File: src/rtl/bhh_pkg.sv
package bhh_pkg;

  typedef enum logic [1:0] {
    ST_DRIVE  = 2'd0,
    ST_DRAIN  = 2'd1,
    ST_HELD   = 2'd2,
    ST_RESUME = 2'd3
  } bhh_state_e;

  // A hold request counts only when no locked sequence masks it.
  function automatic logic hold_taken(input logic req, input logic lk);
    return req & ~lk;
  endfunction

endpackage

File: src/rtl/bhh_fsm.sv
module bhh_fsm
  import bhh_pkg::*;
#(
  parameter int CNT_W = 4
) (
  input  logic             clk,
  input  logic             rst,
  input  logic             hold_req,
  input  logic             lock,
  input  logic [CNT_W-1:0] out_cnt,
  output bhh_state_e       state,
  output logic             take_now
);

  localparam logic [CNT_W-1:0] CNT_ZERO = '0;

  function automatic logic drained(input logic [CNT_W-1:0] c);
    return c == CNT_ZERO;
  endfunction

  bhh_state_e nxt;
  logic       bus_idle;

  assign bus_idle = drained(out_cnt);
  assign take_now = (state == ST_DRIVE) && hold_taken(hold_req, lock);

  always_comb begin
    nxt = state;
    unique case (state)
      ST_DRIVE:  if (take_now) nxt = bus_idle ? ST_HELD : ST_DRAIN;
      ST_DRAIN:  if (!hold_taken(hold_req, lock)) nxt = ST_DRIVE;
                 else if (bus_idle)               nxt = ST_HELD;
      ST_HELD:   if (!hold_req) nxt = ST_RESUME;
      ST_RESUME: nxt = ST_DRIVE;
      default:   nxt = ST_DRIVE;
    endcase
  end

  always_ff @(posedge clk) begin
    if (rst) state <= hold_req ? ST_HELD : ST_DRIVE;
    else     state <= nxt;
  end

  // outstanding cycles keep the bus from being released
  p_drain_blocks_r3: assert property (@(posedge clk) disable iff (rst)
    (state != ST_HELD && out_cnt != CNT_ZERO) |=> (state != ST_HELD));

  // a locked sequence masks the request in the driving state
  p_lock_mask_r9: assert property (@(posedge clk) disable iff (rst)
    (state == ST_DRIVE && lock) |=> (state == ST_DRIVE));

  // a drain is abandoned when the request goes or a lock starts
  p_drain_abort_r10: assert property (@(posedge clk) disable iff (rst)
    (state == ST_DRAIN && (!hold_req || lock)) |=> (state == ST_DRIVE));

endmodule

File: src/rtl/bhh_outdec.sv
module bhh_outdec
  import bhh_pkg::*;
(
  input  logic       clk,
  input  logic       rst,
  input  bhh_state_e state,
  input  logic       take_now,
  input  logic       pend_req,
  output logic       hold_ack,
  output logic       bus_oe,
  output logic       cyc_start
);

  logic released;
  logic start_ok;

  assign released  = (state == ST_HELD);
  assign hold_ack  = released;
  assign bus_oe    = (state != ST_HELD);
  // A start is allowed only in the driving state, outside reset, and not
  // in a clock in which a hold request is being recognized.
  assign start_ok  = (state == ST_DRIVE) && !rst && !take_now;
  assign cyc_start = start_ok && pend_req;

  // no cycle starts while draining or while the bus is released
  p_no_start_held_r8: assert property (@(posedge clk) disable iff (rst)
    (state == ST_DRAIN || state == ST_HELD) |-> !cyc_start);

  // nothing starts in the clock right after the acknowledge falls
  p_start_gap_r7: assert property (@(posedge clk) disable iff (rst)
    $fell(hold_ack) |-> !cyc_start);

endmodule

File: src/rtl/bus_hold_ctrl.sv
module bus_hold_ctrl
  import bhh_pkg::*;
#(
  parameter int CNT_W = 4
) (
  input  logic             clk,
  input  logic             rst,
  input  logic             hold_req,
  input  logic             lock,
  input  logic [CNT_W-1:0] out_cnt,
  input  logic             pend_req,
  output logic             hold_ack,
  output logic             bus_oe,
  output logic             cyc_start
);

  bhh_state_e state;
  logic       take_now;

  bhh_fsm #(.CNT_W(CNT_W)) u_fsm (
    .clk      (clk),
    .rst      (rst),
    .hold_req (hold_req),
    .lock     (lock),
    .out_cnt  (out_cnt),
    .state    (state),
    .take_now (take_now)
  );

  bhh_outdec u_dec (
    .clk       (clk),
    .rst       (rst),
    .state     (state),
    .take_now  (take_now),
    .pend_req  (pend_req),
    .hold_ack  (hold_ack),
    .bus_oe    (bus_oe),
    .cyc_start (cyc_start)
  );

  // the output-enable is the complement of the acknowledge
  p_oe_vs_ack_r4: assert property (@(posedge clk) disable iff (rst)
    bus_oe == !hold_ack);

  // the acknowledge holds while the request holds
  p_ack_keep_r5: assert property (@(posedge clk) disable iff (rst)
    (hold_ack && hold_req) |=> hold_ack);

  // withdrawing the request gives the bus back on the next edge
  p_release_r6: assert property (@(posedge clk) disable iff (rst)
    (hold_ack && !hold_req) |=> (!hold_ack && bus_oe));

endmodule

File: config.mk
export PLATFORM = sky130hd
export DESIGN_NAME = bus_hold_ctrl
export DESIGN_NICKNAME = d
export VERILOG_FILES = /design/src/rtl/bhh_pkg.sv /design/src/rtl/bhh_fsm.sv /design/src/rtl/bhh_outdec.sv /design/src/rtl/bus_hold_ctrl.sv
export SDC_FILE = /design/constraint.sdc
export NUM_CORES = 1
export LEC_CHECK = 0
export BUFFER_PORTS_ARGS = -buffer_cell sky130_fd_sc_hd__buf_2
export CORE_AREA = 8 8 45 47
export CTS_BUF_LIST = sky130_fd_sc_hd__clkbuf_8
export DETAILED_ROUTE_END_ITERATION = 7
export DIE_AREA = 0 0 53 55
export GPL_TIMING_DRIVEN = 0
export MAX_ROUTING_LAYER = met4
export SETUP_SLACK_MARGIN = 0.5
export SYNTH_ARGS = -nofsm -noshare
export SYNTH_HDL_FRONTEND = slang
export SYNTH_SLANG_ARGS = --single-unit
File: constraint.sdc
create_clock -name clk -period 1.3 [get_ports clk]
set_clock_uncertainty 0.15 [all_clocks]
set_input_delay 0.26 -clock clk [delete_from_list [all_inputs] [get_ports clk]]
set_output_delay 0.26 -clock clk [all_outputs]
set_load 0.01 [all_outputs]
# Word-level counts from Yosys, hierarchy flattened
# Index checks and enable logic that the tools add are counted.
# totals
romBits	0
register_bits	2
out_inout_bits	3
mem_bits_rw	0
latchBits	0
mem_count	0
# classes
shifts	0
multipliers	0
n_lt_le_gt_ge	0
n_bitwise	2
n_mux	8
reduce_logical	9
div_mod_pow	0
addsub	0
eq_ne	7
# op_table
operator	n
2-bit two-way mux	7
2-bit one-hot mux with 4 select lines	1
2-bit equality test, second input constant	2
1-bit logical AND	4
4-bit logical NOT	1
4-bit by 3-bit inequality test with 1-bit output, second input constant	1
3-bit by 2-bit inequality test with 1-bit output, second input constant	1
3-bit inequality test, second input constant	1
3-bit AND reduction	1
2-bit by 1-bit equality test with 1-bit output, second input constant	1
1-bit logical NOT	2
2-bit logical NOT	1
2-bit inequality test, second input constant	1
1-bit bitwise AND	1
1-bit inverter	1

# Logic depth before layout (Yosys ltp)
# Gate-level depths: netlist of the first run.
# logic_depth
ltp_word	6
ltp_mapped	3

# By module
# A second synthesis of the first run with hierarchy kept.
# unflattened
cells_unflattened	20
area_unflattened_um2	177.7
# by_module_without_submodules
mod	cells_each	n_inst	area_per_inst_um2	seq_area_each_um2
bhh_fsm	16	1	153.9	60.1
bhh_outdec	4	1	23.8	0.0

# Worst setup path before layout of the first run
# OpenSTA, ideal clock, no wires.
# synth_timing
kind	register -> register
startpoint	register u_fsm.state[0]
endpoint	register u_fsm.state[0] (enable)
stages_incl_launch_ff	4
arrival_time_ps	852
required_ps	835
setup_slack_ps	-17
setup_time_ps	315
cell_sequence	edfxtp_1 > nor3b_2 > nor2b_1 > o221ai_2
# synth_via
elab_chain_len	4
elab_cells_between_ends	8
classes_between	eq/ne (5); reduce/logical (3)
# synth_lines
element	line_no	rtl
from (decl)	bhh_fsm.sv:11	output bhh_state_e state,
from (signal assigned)	bhh_fsm.sv:40	if (rst) state <= hold_req ? ST_HELD : ST_DRIVE;
from (signal assigned)	bhh_fsm.sv:41	else state <= nxt;
2-bit logical NOT	bhh_fsm.sv:25, bhh_fsm.sv:29	
1-bit logical AND	bhh_fsm.sv:25	assign take_now = (state == ST_DRIVE) && hold_taken(hold_req, lock);
3-bit by 2-bit inequality test with 1-bit output (no line)	n/a	
3-bit AND reduction (no line) (*)	n/a	
# Every way passes the cells marked *; elsewhere a longest branch is shown, timed or not.
# A chain may end at the register's enable or synchronous reset.

# Worst setup path after layout of the first run
# layout_timing
startpoint	register u_fsm.state[0]
endpoint	output port cyc_start
# layout_via
elab_chain_len	5
elab_cells_between_ends	6
classes_between	reduce/logical (6)
# layout_lines
element	line_no	rtl
2-bit logical NOT (*)	bhh_fsm.sv:25, bhh_outdec.sv:22	
1-bit logical AND	bhh_fsm.sv:25	
1-bit logical NOT	bhh_outdec.sv:22	assign start_ok = (state == ST_DRIVE) && !rst && !take_now;
1-bit logical AND (*)	bhh_outdec.sv:22	
1-bit logical AND (*)	bhh_outdec.sv:23	assign cyc_start = start_ok && pend_req;
to (decl)	bus_hold_ctrl.sv:14	output logic cyc_start
# Marks and branches as above.

==> results of run 1 <==
kinds of logic after synthesis:
| logic type | synth area share |
|---|---|
| buffers and inverters | 0.0616 |
| AND/OR/NAND/NOR | 0.404 |
| flip-flops | 0.329 |
| AO/OA/AOI/OAI | 0.205 |
power groups by stage:
| stage | Sequential, uW | Combinational, uW | Clock, uW |
|---|---|---|---|
| floorplan | 107 | 64.5 | 0 |
| global placement | 113 | 103 | 0 |
| detailed placement | 113 | 105 | 0 |
| CTS | 114 | 112 | 260 |
| global route | 117 | 138 | 271 |
| finish | 113 | 123 | 253 |
through the flow:
stage	setup TNS, ns	area (sq um)	hold slack (ns)
2_1_floorplan	-0.0337	183	0.324
3_3_place_gp	-0.302	258	0.448
3_5_place_dp	-0.299	258	0.453
4_1_cts	-0.637	309	0.240
5_1_grt	-0.950	324	0.257
6_report	-0.591	324	0.232
layer usage:
metal | GRT usage | part of all wire | vias to the layer above
met3 | 0.0214 | 0.11 | 3
met1 | 0.0379 | 0.36 | 82
met2 | 0.0605 | 0.46 | 11
met5 | - | 0 | -
li1 | - | - | 102
met4 | 0.0776 | 0.064 | 0
what timing repair did:
item,CTS,global route
hold buffers,0,0
endpoints found under the setup margin,7,7
buffers inserted,1,1
gates resized for setup,2,3
pin swaps,2,1
how the worst min path moves through the flow:
| stage | slack, ns | end | start | depth (start not counted) |
|---|---|---|---|---|
| 2_1_floorplan | 0.32 | u_fsm.state[0] | rst | 2 |
| 3_3_place_gp | 0.45 | u_fsm.state[0] | rst | 3 |
| 3_5_place_dp | 0.45 | u_fsm.state[0] | rst | 3 |
| 4_1_cts | 0.24 | u_fsm.state[1] | rst | 3 |
| 5_1_grt | 0.26 | u_fsm.state[1] | rst | 3 |
| 6_report | 0.23 | u_fsm.state[1] | rst | 3 |
final cells by class:
cell class                      instances  share of cell area
Tap cell                               16              0.0618
Clock buffer                            3               0.127
Inverter                                3              0.0347
Sequential cell                         2               0.185
Timing Repair Buffer                   13               0.228
Multi-Input combinational cell         15               0.363
tightest hold or removal path, cell delays in order:
cell and delay [ns]:
buf_2 0.10, o21ai_1 0.07, nand2_1 0.05
layout by cell type (no fill, tap or decap):
master / instances
nand2b_1: 1
buf_6: 1
edfxtp_1: 2
and2b_1: 1
o221ai_2: 1
a21oi_1: 1
nor4_4: 1
inv_1: 3
buf_4: 1
a21boi_2: 1
o21ai_1: 1
nor2_2: 1
nor3b_2: 1
nor2b_1: 1
buf_2: 11
clkbuf_8: 3
nand2_1: 2
nor2_1: 1
o21ai_0: 1
nor3_1: 1
==> out/qor.txt, run 1 <==
status -> finished, violations left
violated checks -> negative setup slack
power share of the clock group -> 0.517
ant diodes -> 0
# clock sinks -> 2
Die Wd -> 53 microns
worst r2r src -> u_fsm.state[0]
synth unique cells -> 14
number of global-route vias before repair -> 222
Clock Tree Buf Depth -> 2
Final Hold Violating Endpoints -> 0
clock latency on the worst-skew pair -> 0.21 ns
cell family with most CP delay -> flip-flops
GRT overflow -> 0
Mapped Cells -> 20
CTS tree -> done
I/O Buffers -> 11
Worst EP required -> 0.89 ns
flops & latches, synth -> 2
Critical-path top delay cell -> edfxtp_1
# rows -> 14
CP peak stage delay -> 0.43 ns
Post-synth EDFFs -> 2
DR iter-0 viols -> 0
DR DRC count -> 0
top-area cell type share of the netlist area -> 0.329
Final Max Slew Viols -> 0
final worst-path cycle share -> 1.15
RSZ-0062 raised after global routing -> yes
sequential area share after synthesis -> 0.329
Pre-Repair DR Iteration Count -> 1
placed insts -> 47
Layout Utilization -> 0.234
power share of the sequential group -> 0.231
Least-Margin Pin Slew -> 0.279 ns
Tot Pwr -> 489 uW
arrival time worst endpoint -> 1.09 ns
final-layout fill cell count -> 157
Post-Layout Cell Count -> 52
Area Growth Syn to Fin -> 77.4%
cell taking the most area after synthesis -> edfxtp_1
P_sw -> 136 uW
Hold Path Class -> input pin to register
critical path depth in cells -> 4
Netlist Area Pre-Place -> 183 sq um
fraction of registers with async set/reset -> 0
most common cell in the synthesized netlist -> inv_1
Int Power -> 353 uW
biggest regs -> u_fsm.state: 2 flops
max frequency -> 0.666 GHz
WL/cell -> 9.63 microns
max_cap viols -> 0
syn avg cell area -> 9.13 sq um
Slew HR -> 0.812
CTS clk-pin slew, worst paths -> 0.03 ns
DP Wirelength -> 397 microns
Post-Route WL -> 501 microns
effective utilization at floorplan -> 0.132
Ys Warns -> 0
Core Region -> 1380 sq um
CTS buffer count -> 3
Final setup viols -> 5
remaining antenna violation count after routing -> 0
R2R Path End -> u_fsm.state[1]
Sw Ratio -> 0.278
drt via density -> 3.81
R2R depth -> 3
Power Density -> 1510 nW/um^2
pre-CTS WS -> -0.121 ns
Setup crit start -> u_fsm.state[0]
VDD IR-drop max -> 0.248 mV
combinational share of power -> 0.252
leakage -> 0.000153 uW
largest net degree at the start of global routing -> 7
min cycle time layout -> 1.50 ns
CP Max Fanout -> 5
Biggest register -> u_fsm.state
Worst Path Buf+Inv -> 1
CTS H-tree lvls -> 1
initial antenna violation count -> 0
CP startpoint kind -> register
critical-path cell list -> nor2_2, nand2_1, nor3_1, buf_2
Most used DFF post-synth -> edfxtp_1
Setup crit end -> cyc_start
final net count -> 47
crit path kind -> register to output pin
Root Buffer -> clkbuf_8
storage element area -> 60.1 sq um
die area -> 2920 sq um
share of post-route cells with drive strength above 1 -> 0.583
Area contributors post-synth -> edfxtp_1 33%, nor4_4 12%, o221ai_2 8.2%, nor3b_2 6.8%, inv_1 6.2%
RePlAce Congestion -> 0.613
multi-input combinational cell area -> 118 sq um
Largest register FFs -> 2
Total GRT Usage -> 0.0461
CP Capture Type -> output pin
most frequent cells after synthesis -> 3 x inv_1, 2 x edfxtp_1, 2 x nand2_1, 2 x nor2_1, 2 x o21ai_0
I/O pin count -> 12
global-route wire length before repair -> 848 microns
Die H -> 55 microns
final worst slack -> -0.201 ns
r2r setup slk -> -0.10 ns
Mapped Nets -> 29
routed via count -> 198
(Power assumes the default switching activity.)
==> run 2: changes to the inputs <==
==> constraint.sdc (replaced) <==
create_clock -name clk -period 1.6 [get_ports clk]
set_clock_uncertainty 0.15 [all_clocks]
set_input_delay 0.32 -clock clk [delete_from_list [all_inputs] [get_ports clk]]
set_output_delay 0.32 -clock clk [all_outputs]
set_load 0.01 [all_outputs]
==> out/qor.txt, run 2 (synthesized netlist as in run 1, its figures left out) <==
status -> finished, final reports clean
WL/cell -> 9.98 microns (+3.6%)
VDD IR-drop max -> 0.201 mV (-19%)
routed via count -> 192 (-3.0%)
multi-input combinational cell area -> 119 sq um (+1.1%)
Largest register FFs -> 2 (unchanged)
max frequency -> 0.655 GHz
Pre-Repair DR Iteration Count -> 3 (+2)
most common cell after layout, fill and taps aside -> buf_2
arrival time worst endpoint -> 1.06 ns (-0.03 ns)
CP peak stage delay -> 0.41 ns (-0.02 ns)
Area Growth Syn to Fin -> 76.0%
CTS clk-pin slew, worst paths -> 0.03 ns (about the same)
CP Max Fanout -> 3 (-2)
Biggest register -> u_fsm.state
number of global-route vias before repair -> 210 (-5.4%)
final-layout fill cell count -> 156 (-0.64%)
WHS -> 0.284 ns (+0.0527 ns)
Clock Tree Buf Depth -> 2 (unchanged)
critical-path cell list -> nor2_2, nand2_1, nor3_2, buf_2
crit path kind -> register to output pin
initial antenna violation count -> 0 (unchanged)
Worst Path Buf+Inv -> 1 (unchanged)
Total GRT Usage -> 0.0473 (+0.00113)
Core Region -> 1380 sq um (unchanged)
Least-Margin Pin Slew -> 0.237 ns (-0.0423 ns)
# clock sinks -> 2 (unchanged)
Slew HR -> 0.841 (+0.0284)
Die Wd -> 53 microns (unchanged)
drt via density -> 3.69 (-3.0%)
DP Wirelength -> 401 microns (+1.0%)
CTS buffer count -> 3 (unchanged)
ant diodes -> 0 (unchanged)
Tot Pwr -> 400 uW (-18%)
remaining antenna violation count after routing -> 0 (unchanged)
min cycle time layout -> 1.53 ns
Post-Route WL -> 519 microns (+3.6%)
Critical-path top delay cell -> edfxtp_1
Root Buffer -> clkbuf_8
Final setup viols -> 0 (-5)
largest net degree at the start of global routing -> 7 (unchanged)
# rows -> 14 (unchanged)
storage element area -> 60.1 sq um (unchanged)
RSZ-0062 raised after global routing -> yes
most frequent cells in the layout -> 11 x buf_2, 3 x inv_1, 3 x clkbuf_8
placed inst area -> 263 sq um (+1.9%)
die area -> 2920 sq um (unchanged)
GRT overflow -> 0 (unchanged)
global-route wire length before repair -> 834 microns (-1.7%)
max_cap viols -> 0 (unchanged)
Power Density -> 1240 nW/um^2 (-18%)
Worst EP required -> 1.13 ns (+0.24 ns)
effective utilization at floorplan -> 0.132 (unchanged)
final net count -> 47 (unchanged)
DR DRC count -> 0 (unchanged)
post-route cell area -> 322 sq um (-0.77%)
CP Capture Type -> output pin
clock latency on the worst-skew pair -> 0.22 ns (about the same)
DR iter-0 viols -> 4 (+4)
Final Hold Violating Endpoints -> 0 (unchanged)
final worst-path cycle share -> 0.954
r2r setup slk -> 0.10 ns (+0.20 ns)
CP startpoint kind -> register
setup TNS -> 0 ns (+0.591 ns)
leakage -> 0.000152 uW (-0.27%)
Hold Path Class -> input pin to register
RePlAce Congestion -> 0.719 (+17%)
Final Max Slew Viols -> 0 (unchanged)
share of post-route cells with drive strength above 1 -> 0.583 (unchanged)
I/O pin count -> 12 (unchanged)
biggest regs -> u_fsm.state: 2 flops
I/O Buffers -> 11 (unchanged)
cell family with most CP delay -> flip-flops
CTS H-tree lvls -> 1 (unchanged)
CTS tree -> done
Die H -> 55 microns (unchanged)
-- run 2: cell count changes in the layout (fill, tap and decap cells not counted) --
cell	before	now
a21boi_0	0	1
buf_4	1	2
a21boi_2	1	0
buf_6	1	0
nor3_2	0	1
nor3_1	1	0
-- run 2: final timing paths --
check                       from              to  cells past startpoint
hold reg to reg   u_fsm.state[1]  u_fsm.state[1]                      2
setup / recovery  u_fsm.state[0]       cyc_start                      4
hold / removal               rst  u_fsm.state[1]                      3
setup reg to reg  u_fsm.state[0]  u_fsm.state[0]                      4
-- run 2: repair_timing --
item                       4_1_cts  5_1_grt
setup buffers                    2        0
setup endpoints to repair        7        7
pin swaps                        1        1
hold buffers                     0        0
gates resized for setup          2        0
-- run 2: worst min-delay path: cells and delay by family --
family	cells	cell delay (ns)
buffers and inverters	1	0.10
AOI/OAI and AO/OA	1	0.06
and+or+nand+nor	1	0.06
-- run 2: report_power, final --
| part | switching [uW] | total, uW | internal (uW) |
|---|---|---|---|
| Clock | 46.8 | 207 | 160 |
| Combinational | 50.2 | 102 | 51.9 |
| Sequential | 16.3 | 91.0 | 74.7 |
| Total | 113 | 400 | 286 |
-- run 2: metrics by stage --
step                      setup WS [ns]   util  instances
after floorplan                   0.282      -         20
after global placement            0.135  0.190         47
final                            0.0738  0.232         52
after global routing             0.0165  0.232         52
after detailed placement          0.126  0.190         47
after CTS                        0.0564  0.232         52
-- run 2: final cells by class --
type,count,share of cell area
Tap cell,16,0.0623
Inverter,3,0.0350
Multi-Input combinational cell,15,0.370
Timing Repair Buffer,13,0.218
Clock buffer,3,0.128
Sequential cell,2,0.187
-- run 2: layer usage --
metal / up-vias / GRT usage / wire length (microns) / part of all wire
li1: 102 / - / - / -
met1: 77 / 0.0379 / 198 / 0.38
met2: 11 / 0.0605 / 235 / 0.45
met3: 2 / 0.0267 / 61 / 0.12
met4: 0 / 0.0776 / 23 / 0.044
met5: - / - / 0 / 0
==> run 3: changes to the inputs <==
--- a/config.mk
+++ b/config.mk
@@ -10,9 +10,10 @@
 export CTS_BUF_LIST = sky130_fd_sc_hd__clkbuf_8
 export DETAILED_ROUTE_END_ITERATION = 7
 export DIE_AREA = 0 0 53 55
-export GPL_TIMING_DRIVEN = 0
 export MAX_ROUTING_LAYER = met4
+export REMOVE_ABC_BUFFERS = 1
 export SETUP_SLACK_MARGIN = 0.5
 export SYNTH_ARGS = -nofsm -noshare
 export SYNTH_HDL_FRONTEND = slang
 export SYNTH_SLANG_ARGS = --single-unit
+export TNS_END_PERCENT = 20
==> out/qor.txt, run 3 (synthesized netlist as in run 1, its figures left out) <==
Hold Path Depth -> 3 (unchanged)
Post-Route WL -> 556 microns (+7.1%)
pre-CTS WS -> 0.147 ns (+0.0215 ns)
VDD IR-drop max -> 0.252 mV (+25%)
die area -> 2920 sq um (unchanged)
GRT overflow -> 0 (unchanged)
final worst-path cycle share -> 0.968 (+0.0137)
crit path kind -> register to output pin
Int Power -> 287 uW (+0.19%)
number of global-route vias before repair -> 251 (+20%)
final net count -> 47 (unchanged)
critical-path cell list -> nor2_2, nand2_1, nor3_1, buf_2
Slew HR -> 0.813 (-0.0282)
Sw Ratio -> 0.274 (-0.00948)
WHS -> 0.297 ns (+0.0130 ns)
leakage -> 0.000151 uW (-0.47%)
I/O Buffers -> 11 (unchanged)
arrival time worst endpoint -> 1.08 ns (+0.02 ns)
global-route wire length before repair -> 938 microns (+12%)
most frequent cells in the layout -> 11 x buf_2, 3 x inv_1, 3 x clkbuf_8
clock latency on the worst-skew pair -> 0.21 ns (about the same)
Final Max Slew Viols -> 0 (unchanged)
r2r setup slk -> 0.09 ns (about the same)
RePlAce Congestion -> 0.740 (+2.9%)
R2R Path End -> u_fsm.state[1]
CTS H-tree lvls -> 1 (unchanged)
Final setup viols -> 0 (unchanged)
Die H -> 55 microns (unchanged)
I/O pin count -> 12 (unchanged)
WL/cell -> 10.7 microns (+7.1%)
CP peak stage delay -> 0.40 ns (about the same)
Worst Path Buf+Inv -> 1 (unchanged)
Layout Utilization -> 0.231 (-0.000904)
most common cell after layout, fill and taps aside -> buf_2
Critical-path top delay cell -> edfxtp_1
worst r2r src -> u_fsm.state[0]
Largest register FFs -> 2 (unchanged)
final worst slack -> 0.0518 ns (-0.0220 ns)
largest net degree at the start of global routing -> 7 (unchanged)
min cycle time layout -> 1.55 ns (+0.0220 ns)
power share of the sequential group -> 0.227 (about the same)
Clock Tree Buf Depth -> 2 (unchanged)
WHS Endpoint -> u_fsm.state[1]
CP Capture Type -> output pin
max frequency -> 0.646 GHz (-1.4%)
remaining antenna violation count after routing -> 0 (unchanged)
CTS clk-pin slew, worst paths -> 0.03 ns (about the same)
Pre-Repair DR Iteration Count -> 2 (-1)
power share of the clock group -> 0.506 (-0.011)
Power Density -> 1230 nW/um^2 (-0.73%)
Area Growth Syn to Fin -> 75.3%
CP startpoint kind -> register
CTS buffer count -> 3 (unchanged)
Root Buffer -> clkbuf_8
R2R depth -> 4 (unchanged)
effective utilization at floorplan -> 0.132 (unchanged)
routed via count -> 203 (+5.7%)
Core Region -> 1380 sq um (unchanged)
biggest regs -> u_fsm.state: 2 flops
Hold Startpoint -> hold_req
max_cap viols -> 0 (unchanged)
DR DRC count -> 0 (unchanged)
status -> finished, final reports clean
cell family with most CP delay -> flip-flops
Tot Pwr -> 395 uW (-1.1%)
P_sw -> 108 uW (-4.4%)
Final Hold Violating Endpoints -> 0 (unchanged)
ant diodes -> 0 (unchanged)
Biggest register -> u_fsm.state
CP Max Fanout -> 3 (unchanged)
drt via density -> 3.90 (+5.7%)
DR iter-0 viols -> 12 (+8)
Total GRT Usage -> 0.0473 (about the same)
CTS Hold Bufs -> 0 (unchanged)
DP Wirelength -> 409 microns (+2.0%)
combinational share of power -> 0.267 (+0.011)
Least-Margin Pin Slew -> 0.279 ns (+0.0419 ns)
CTS tree -> done
# clock sinks -> 2 (unchanged)
Die Wd -> 53 microns (unchanged)
share of post-route cells with drive strength above 1 -> 0.583 (unchanged)
RSZ-0062 raised after global routing -> yes
final-layout fill cell count -> 163 (+4.5%)
initial antenna violation count -> 0 (unchanged)
Worst EP required -> 1.13 ns (about the same)
Hold Path Class -> input pin to register
# rows -> 14 (unchanged)
-- run 3: metrics by stage --
step | area (sq um) | instances | TNS, ns
after global placement | 258 | 47 | 0
after global routing | 320 | 52 | -0.0628
after detailed placement | 258 | 47 | 0
after CTS | 317 | 52 | 0
final | 320 | 52 | 0
after floorplan | 183 | 20 | 0
-- run 3: worst reg2reg max path, cell delays in order (launching register included) --
cell and delay (ns):
edfxtp_1 0.40, buf_4 0.16, nor3b_2 0.16, nor2b_1 0.15
o221ai_2 0.17
-- run 3: what timing repair did --
item,CTS,global route
setup buffers,2,0
pin swaps,1,1
cloned,0,0
resized for setup,1,3
setup endpoints to repair,7,7
-- run 3: cell type report --
| type | count | area, sq um | area share |
|---|---|---|---|
| multi-input combinational | 15 | 118 | 0.367 |
| inverter | 3 | 11.3 | 0.0352 |
| timing repair buffer | 13 | 70.1 | 0.219 |
| sequential | 2 | 60.1 | 0.188 |
| tap | 16 | 20.0 | 0.0625 |
| clock buffer | 3 | 41.3 | 0.129 |
-- run 3: worst max path at each step --
| stage | end | start | depth (start not counted) | slack, ns |
|---|---|---|---|---|
| floorplan | cyc_start | u_fsm.state[0] | 3 | 0.25 |
| global placement | cyc_start | u_fsm.state[0] | 4 | 0.16 |
| detailed placement | u_fsm.state[1] | out_cnt[1] | 4 | 0.15 |
| CTS | cyc_start | u_fsm.state[0] | 4 | 0.05 |
| global route | cyc_start | u_fsm.state[0] | 4 | -0.06 |
| finish | cyc_start | u_fsm.state[0] | 4 | 0.05 |
-- run 3: power by group through the flow --
stage | Sequential [uW] | Clock (uW) | Combinational, uW
2_1_floorplan | 87.0 | 0 | 52.4
3_3_place_gp | 91.6 | 0 | 85.7
3_5_place_dp | 91.6 | 0 | 85.3
4_1_cts | 89.8 | 205 | 102
5_1_grt | 93.1 | 206 | 119
6_report | 89.8 | 200 | 106
-- run 3: per-layer routing --
layer  GRT usage  wire length, microns  vias to the layer above
li1            -                     -                      102
met1      0.0426                   214                       91
met2      0.0723                   296                       10
met3      0.0107                    45                        0
met4      0.0647                     0                        0
met5           -                     0                        -
